[config.mk]
export PLATFORM = sky130hd
export DESIGN_NAME = frac_lut
export DESIGN_NICKNAME = d
export VERILOG_FILES = /design/src/rtl/frac_lut_pkg.sv /design/src/rtl/frac_lut_cfg.sv /design/src/rtl/frac_lut_read.sv /design/src/rtl/frac_lut_oreg.sv /design/src/rtl/frac_lut.sv
export SDC_FILE = /design/constraint.sdc
export NUM_CORES = 1
export LEC_CHECK = 0
export ABC_AREA = 1
export BUFFER_PORTS_ARGS = -buffer_cell sky130_fd_sc_hd__buf_2
export CELL_PAD_IN_SITES_DETAIL_PLACEMENT = 1
export CELL_PAD_IN_SITES_GLOBAL_PLACEMENT = 1
export CORE_MARGIN = 2
export CORE_UTILIZATION = 40
export DETAILED_ROUTE_END_ITERATION = 7
export PLACE_DENSITY = 0.69
export SLEW_MARGIN = 20
export SYNTH_ARGS = -nofsm -noshare
export SYNTH_HDL_FRONTEND = slang
export SYNTH_SLANG_ARGS = --single-unit
[constraint.sdc]
create_clock -name clk -period 2 [get_ports clk]
set_input_delay 0.2 -clock clk [delete_from_list [all_inputs] [get_ports clk]]
set_output_delay 0.2 -clock clk [all_outputs]
set_load 0.05 [all_outputs]
[src/rtl/frac_lut_pkg.sv]
package frac_lut_pkg;
  typedef enum logic {
    MODE_FULL  = 1'b0,
    MODE_SPLIT = 1'b1
  } lut_mode_e;
endpackage

[src/rtl/frac_lut_cfg.sv]
module frac_lut_cfg
  import frac_lut_pkg::*;
#(
  parameter int K = 6
) (
  input  logic                clk,
  input  logic                rst_n,
  input  logic                cfg_en,
  input  logic                cfg_bit,
  input  logic                cfg_split,
  output logic [(1<<K)-1:0]   tbl,
  output lut_mode_e           mode,
  output logic                ready
);
  localparam int TBL = 1 << K;
  localparam int CW  = $clog2(TBL + 1);
  localparam logic [CW-1:0] FULL_CNT = CW'(TBL);

  logic          en_q;
  logic [CW-1:0] cnt;
  logic          burst_start;

  assign burst_start = cfg_en && !en_q;

  always_ff @(posedge clk or negedge rst_n) begin
    if (!rst_n) begin
      tbl  <= '0;
      mode <= MODE_FULL;
      en_q <= 1'b0;
      cnt  <= '0;
    end else begin
      en_q <= cfg_en;
      if (cfg_en) begin
        tbl  <= {tbl[TBL-2:0], cfg_bit};
        mode <= lut_mode_e'(cfg_split);
        if (burst_start)          cnt <= CW'(1);
        else if (cnt != FULL_CNT) cnt <= cnt + CW'(1);
      end
    end
  end

  assign ready = !cfg_en && (cnt == FULL_CNT);

  // the new bit lands at entry 0, older entries move up
  p_shift_in_r2: assert property (@(posedge clk) disable iff (!rst_n)
    cfg_en |=> (tbl[0] == $past(cfg_bit)) && (tbl[TBL-1:1] == $past(tbl[TBL-2:0])));
  // no load, no change
  p_hold_r3: assert property (@(posedge clk) disable iff (!rst_n)
    !cfg_en |=> $stable(tbl) && $stable(mode));
  // ready can only appear as a burst ends
  p_ready_after_burst_r4: assert property (@(posedge clk) disable iff (!rst_n)
    $rose(ready) |-> $past(cfg_en));
  // mode follows the captured bit
  p_mode_capture_r5: assert property (@(posedge clk) disable iff (!rst_n)
    cfg_en |=> (mode == lut_mode_e'($past(cfg_split))));
endmodule

[src/rtl/frac_lut_read.sv]
module frac_lut_read
  import frac_lut_pkg::*;
#(
  parameter int K = 6
) (
  input  logic              clk,
  input  logic              rst_n,
  input  logic [(1<<K)-1:0] tbl,
  input  lut_mode_e         mode,
  input  logic [K-1:0]      sel,
  output logic              f_main,
  output logic              f_aux
);
  // Main output index: in split mode the top index bit is forced to 1.
  function automatic logic [K-1:0] main_index(lut_mode_e m, logic [K-1:0] s);
    return {(m == MODE_SPLIT) ? 1'b1 : s[K-1], s[K-2:0]};
  endfunction

  // Auxiliary output index: always the lower half.
  function automatic logic [K-1:0] aux_index(logic [K-1:0] s);
    return {1'b0, s[K-2:0]};
  endfunction

  logic [K-1:0] idx_main;
  logic [K-1:0] idx_aux;

  assign idx_main = main_index(mode, sel);
  assign idx_aux  = aux_index(sel);
  assign f_main   = tbl[idx_main];
  assign f_aux    = tbl[idx_aux];

  // in split mode the top select bit must not move the main output
  p_split_top_ignored_r7: assert property (@(posedge clk) disable iff (!rst_n)
    ((mode == MODE_SPLIT) && $stable(mode) && $stable(tbl) && $stable(sel[K-2:0]))
      |-> $stable(f_main));
  // the aux output ignores the top select bit in every mode
  p_aux_lower_r8: assert property (@(posedge clk) disable iff (!rst_n)
    ($stable(tbl) && $stable(sel[K-2:0])) |-> $stable(f_aux));
endmodule

[src/rtl/frac_lut_oreg.sv]
module frac_lut_oreg (
  input  logic clk,
  input  logic rst_n,
  input  logic ce,
  input  logic d_main,
  input  logic d_aux,
  output logic q_main,
  output logic q_aux
);
  always_ff @(posedge clk or negedge rst_n) begin
    if (!rst_n) begin
      q_main <= 1'b0;
      q_aux  <= 1'b0;
    end else if (ce) begin
      q_main <= d_main;
      q_aux  <= d_aux;
    end
  end

  // capture on enable, hold otherwise
  p_capture_r9: assert property (@(posedge clk) disable iff (!rst_n)
    ce |=> (q_main == $past(d_main)) && (q_aux == $past(d_aux)));
  p_hold_r9: assert property (@(posedge clk) disable iff (!rst_n)
    !ce |=> $stable(q_main) && $stable(q_aux));
endmodule

[src/rtl/frac_lut.sv]
module frac_lut
  import frac_lut_pkg::*;
#(
  parameter int K = 6
) (
  input  logic         clk,
  input  logic         rst_n,
  input  logic         cfg_en,
  input  logic         cfg_bit,
  input  logic         cfg_split,
  input  logic [K-1:0] sel,
  input  logic         reg_ce,
  output logic         f_main,
  output logic         f_aux,
  output logic         f_main_q,
  output logic         f_aux_q,
  output logic         split_mode,
  output logic         tbl_ready
);
  localparam int TBL = 1 << K;

  logic [TBL-1:0] tbl;
  lut_mode_e      mode;

  frac_lut_cfg #(.K(K)) u_cfg (
    .clk(clk), .rst_n(rst_n), .cfg_en(cfg_en), .cfg_bit(cfg_bit),
    .cfg_split(cfg_split), .tbl(tbl), .mode(mode), .ready(tbl_ready)
  );

  frac_lut_read #(.K(K)) u_read (
    .clk(clk), .rst_n(rst_n), .tbl(tbl), .mode(mode), .sel(sel),
    .f_main(f_main), .f_aux(f_aux)
  );

  frac_lut_oreg u_oreg (
    .clk(clk), .rst_n(rst_n), .ce(reg_ce), .d_main(f_main), .d_aux(f_aux),
    .q_main(f_main_q), .q_aux(f_aux_q)
  );

  assign split_mode = (mode == MODE_SPLIT);
endmodule

-- Word level (Yosys, flattened, before mapping)
Cells that the tools add are included.
- output and inout port bits: 6
- bits in registers: 75
- reduce and logical (&&, ||, !) cells: 6
- add/subtract/negate cells: 1
- equality and inequality tests: 2
- order comparisons: 2
- muxes and demuxes: 7
- operators with widths (kind ; count):
    $mux W7 ; 2
    $add A7 B1 Y7 const B ; 1
    $eq A7 B7 Y1 const B ; 1
    $lt A5 B7 Y1 const B ; 1
    $lt A6 B7 Y1 const B ; 1
    $ne A7 B7 Y1 const B ; 1
    $bmux W1 S6 ; 1
    $bmux W1 S5 ; 1
    $mux W1 ; 3
    $logic_and A1 B1 Y1 ; 2
    $logic_not A1 Y1 ; 2
    $reduce_and A2 Y1 ; 1
    $reduce_bool A2 Y1 ; 1

-- Depth between registers and ports, before layout
- depth in word-level cells: 4
- gate-level depth with buffers: 12
- gate-level depth less buffers: 11

-- Modules after synthesis
Synthesis repeated with hierarchy kept, for this count alone.
- cell total of the unflattened synthesis: 476
- area, all modules: 3711.1 um2
- by module, submodules not included (module ; sequential area each (um2) ; times used ; area each (um2) ; cells each):
    frac_lut_cfg ; 1826.8 ; 1 ; 2881.5 ; 302
    frac_lut_read ; 0.0 ; 1 ; 753.2 ; 165
    frac_lut_oreg ; 50.0 ; 1 ; 76.3 ; 9

-- Worst setup path before layout
Ideal clock, no wire load.
- path type: register to output
- start: register u_cfg.cnt[0]
- end: output port tbl_ready
- cell stages (with the launch flop): 7
- path buffers: 0
- path slack: 299 ps
- data arrival time: 1501 ps
- cell sequence: dfrtp_1 inv_1 ha_1 nand2_1 nor3_1 nand3_1 nor2_1
- cells in the longest elaborated chain, start to end: 2
- RTL lines (element ; line ; RTL):
    start, declared ; frac_lut_cfg.sv:20 ; logic [CW-1:0] cnt;
    start signal, assigned ; frac_lut_cfg.sv:37 ; else if (cnt != FULL_CNT) cnt <= cnt + CW'(1);
    $eq A7 B7 Y1 ; frac_lut_cfg.sv:42 ; assign ready = !cfg_en && (cnt == FULL_CNT);
    $logic_and A1 B1 Y1 ; frac_lut_cfg.sv:42 ;
    end, declared ; frac_lut.sv:18 ; output logic tbl_ready
No other way between the ends.

-- Worst setup path after layout
- start: register u_cfg.tbl[15]
- end: output port f_main
- cells in the longest elaborated chain, start to end: 2
- RTL lines (element ; line ; RTL):
    start, declared ; frac_lut_cfg.sv:11 ; output logic [(1<<K)-1:0] tbl,
    start signal, assigned ; frac_lut_cfg.sv:34 ; tbl <= {tbl[TBL-2:0], cfg_bit};
    $bmux W1 S6 ; frac_lut_read.sv:29 ; assign f_main = tbl[idx_main];
    $mux W1 (implied by the code) ; frac_lut_read.sv:29 ;
    end, declared ; frac_lut.sv:13 ; output logic f_main,
No other way between the ends. The select of a mux whose other input is x is not followed.

==> results.toml <==
[detailed_routing]
wirelength_um = 8450
wl_per_cell_um = 14.6
dr.pass1.iters = 4
ant_nets = 0
drt_iter0_drc = 88
viasPerCell = 5.02
drc = 0
via_count = 2909

[die]
fp-row-count = 34
start_util = 0.414
pin_count = 18
die_w_um = 99.0
core_um2 = 8720
dieArea_um2 = 9800
die_h_um = 99.0

[power]
p_total_mw = 3.75
power_density_nw_per_um2 = 943
irDropWorstVdd_uv = 338
leakage_nw = 1.89

[final_layout]
utilization = 0.456
fillers = 1085
postLayoutCellArea_um2 = 3980
final_common_cell = "nand2_1"
drive_gt1_frac = 0.102
diodes = 0
final_cell_mix = "nand2_1, dfrtp_1, o21ai_0"
area_growth_pct = 10.3
fin_nets = 481

[cts]
cts_made_buffers = 9
ctsHoldBuffers = 1
cts_tree = "built"
cts_setup_buffers = 0
clk_latency_ns = 0.35
htree_levels = 3
cts_buffer_depth = 2
cts.sinks = 75
clk_pin_slew_ns = 0.08
root_buffer = "clkbuf_8"
ctsResizeCount = 0

[synth]
synth_compound_area_frac = 0.118
yosysSeqAreaShare = 0.520
synth_xor_xnor_area_share = 0.00243
synthAdderAreaFrac = 0.00693
avgSynthCellArea_um2 = 7.93
ys_warn_count = 0
synthMuxAreaShare = 0
synthCells = 455
synth-simple-area-share = 0.252
synth_nets = 469
ys_ff_latch = 75
synth_top_family_by_area = "simple AND/OR/NAND/NOR gates"
yosysUniqueCellTypes = 24
synth_area_um2 = 3610

[timing]
fin_setup_tns_ns = 0
period_share = 0.933
clock.fmax_mhz = 536
post-route-min-period_ns = 1.87
setup_viol = 0
whs_ns = 0.0542
hold_viol = 0
slew_violations = 0
relSlewSlack = 0.732
rsz0062_at_grt = "false"
clock_skew_ns = 0.00750
worstMarginPinSlew_ns = 0.402

[global_route]
grt_overflow_total = 0
track_usage = 0.186
grt_max_degree = 89
grt_pass1_wl_um = 14600
grt_pass1_vias = 2967
antenna_found_initial = 0

[worst_setup_path]
worst_ep_arrival_time_ns = 1.67
required_ns = 1.80
crit_type = "reg2out"
critPathLaunchType = "flip-flop"
crit_fanout = 3
critPathCaptureType = "output pin"

[placement]
place_area_um2 = 3780
io_buffers = 17
place.gp.congestion = 0.805
hpwl_um = 5780

[run_status]
status = "finished clean"

[run]
drv_cap = 0

[min_path]
hold_path.class = "in2reg"
-- area by class of cell --
class / instances / area [um2] / area share
Clock buffer: 11 / 141 / 0.0355
Timing Repair Buffer: 25 / 188 / 0.0472
Inverter: 59 / 221 / 0.0556
Tap cell: 108 / 135 / 0.0340
Sequential cell: 75 / 1880 / 0.472
Clock inverter: 4 / 51.3 / 0.0129
Multi-Input combinational cell: 297 / 1370 / 0.343
-- metrics by stage --
| step | worst slack (ns) | instances |
|---|---|---|
| 2_1_floorplan | 0.299 | 455 |
| 3_3_place_gp | 0.373 | 563 |
| 3_5_place_dp | 0.310 | 563 |
| 4_1_cts | 0.110 | 579 |
| 5_1_grt | 0.0201 | 579 |
| 6_report | 0.134 | 579 |
-- cells by family after synthesis --
kind of cell	count (synthesis)
xor+xnor	1
simple gates	214
fa+ha+maj	2
buf+inv	83
compound gates	80
flops	75
-- layer usage --
metal	GRT usage	routed length, um	up-vias
met4	0.0580	85	0
met1	0.255	4200	1417
met2	0.294	3980	23
met3	0.0418	191	6
li1	-	-	1463
met5	0	0	-
-- Yosys cell counts (all sizes together) --
| cell type | instances | share of area |
|---|---|---|
| buf | 13 | 0.029 |
| nand3 | 56 | 0.083 |
| o31ai | 2 | 0.0042 |
| nand2 | 150 | 0.16 |
| a21oi | 4 | 0.0055 |
| and2 | 1 | 0.0024 |
| ha | 2 | 0.0069 |
| clkbuf | 11 | 0.011 |
| nor3 | 2 | 0.0028 |
| o22ai | 1 | 0.0017 |
| nand4 | 1 | 0.0017 |
| dfrtp | 75 | 0.52 |
| o211ai | 7 | 0.015 |
| xor2 | 1 | 0.0024 |
| o21ai | 66 | 0.092 |
| nor2 | 4 | 0.0042 |
| inv | 59 | 0.061 |
-- worst max-delay path, stage by stage (launching register included) --
cell	delay [ns]
dfrtp_1	0.40
nand2_1	0.08
nand3_1	0.10
nand3_1	0.07
nand2_1	0.07
nand2_1	0.06
nand3_2	0.09
nand3_2	0.08
nand2_2	0.09
buf_2	0.26
-- registers in the layout (all words and copies together) (netlist names) --
name / cells
u_cfg.en_q: 1
u_cfg.cnt: 7
u_cfg.mode: 1
u_oreg.q_aux: 1
u_cfg.tbl: 64
u_oreg.q_main: 1
-- report_power, final --
group / switching, mW / internal, mW
Sequential: 0.155 / 1.75
Combinational: 0.445 / 0.224
Clock: 0.574 / 0.604
-- final timing paths --
check | from | to | slack, ns | cells after the start
worst max-delay path | u_cfg.tbl[15] | f_main | 0.13 | 9
worst min-delay path | cfg_bit | u_cfg.tbl[0] | 0.05 | 3
worst max register to register | u_cfg.cnt[0] | u_cfg.cnt[6] | 0.38 | 9
worst min register to register | u_oreg.q_aux | u_oreg.q_aux | 0.48 | 2
max in group asynchronous | rst_n | u_cfg.tbl[25] | 1.14 | 3
min in group asynchronous | rst_n | u_cfg.tbl[63] | 0.28 | 2
(Power assumes the default switching activity.)
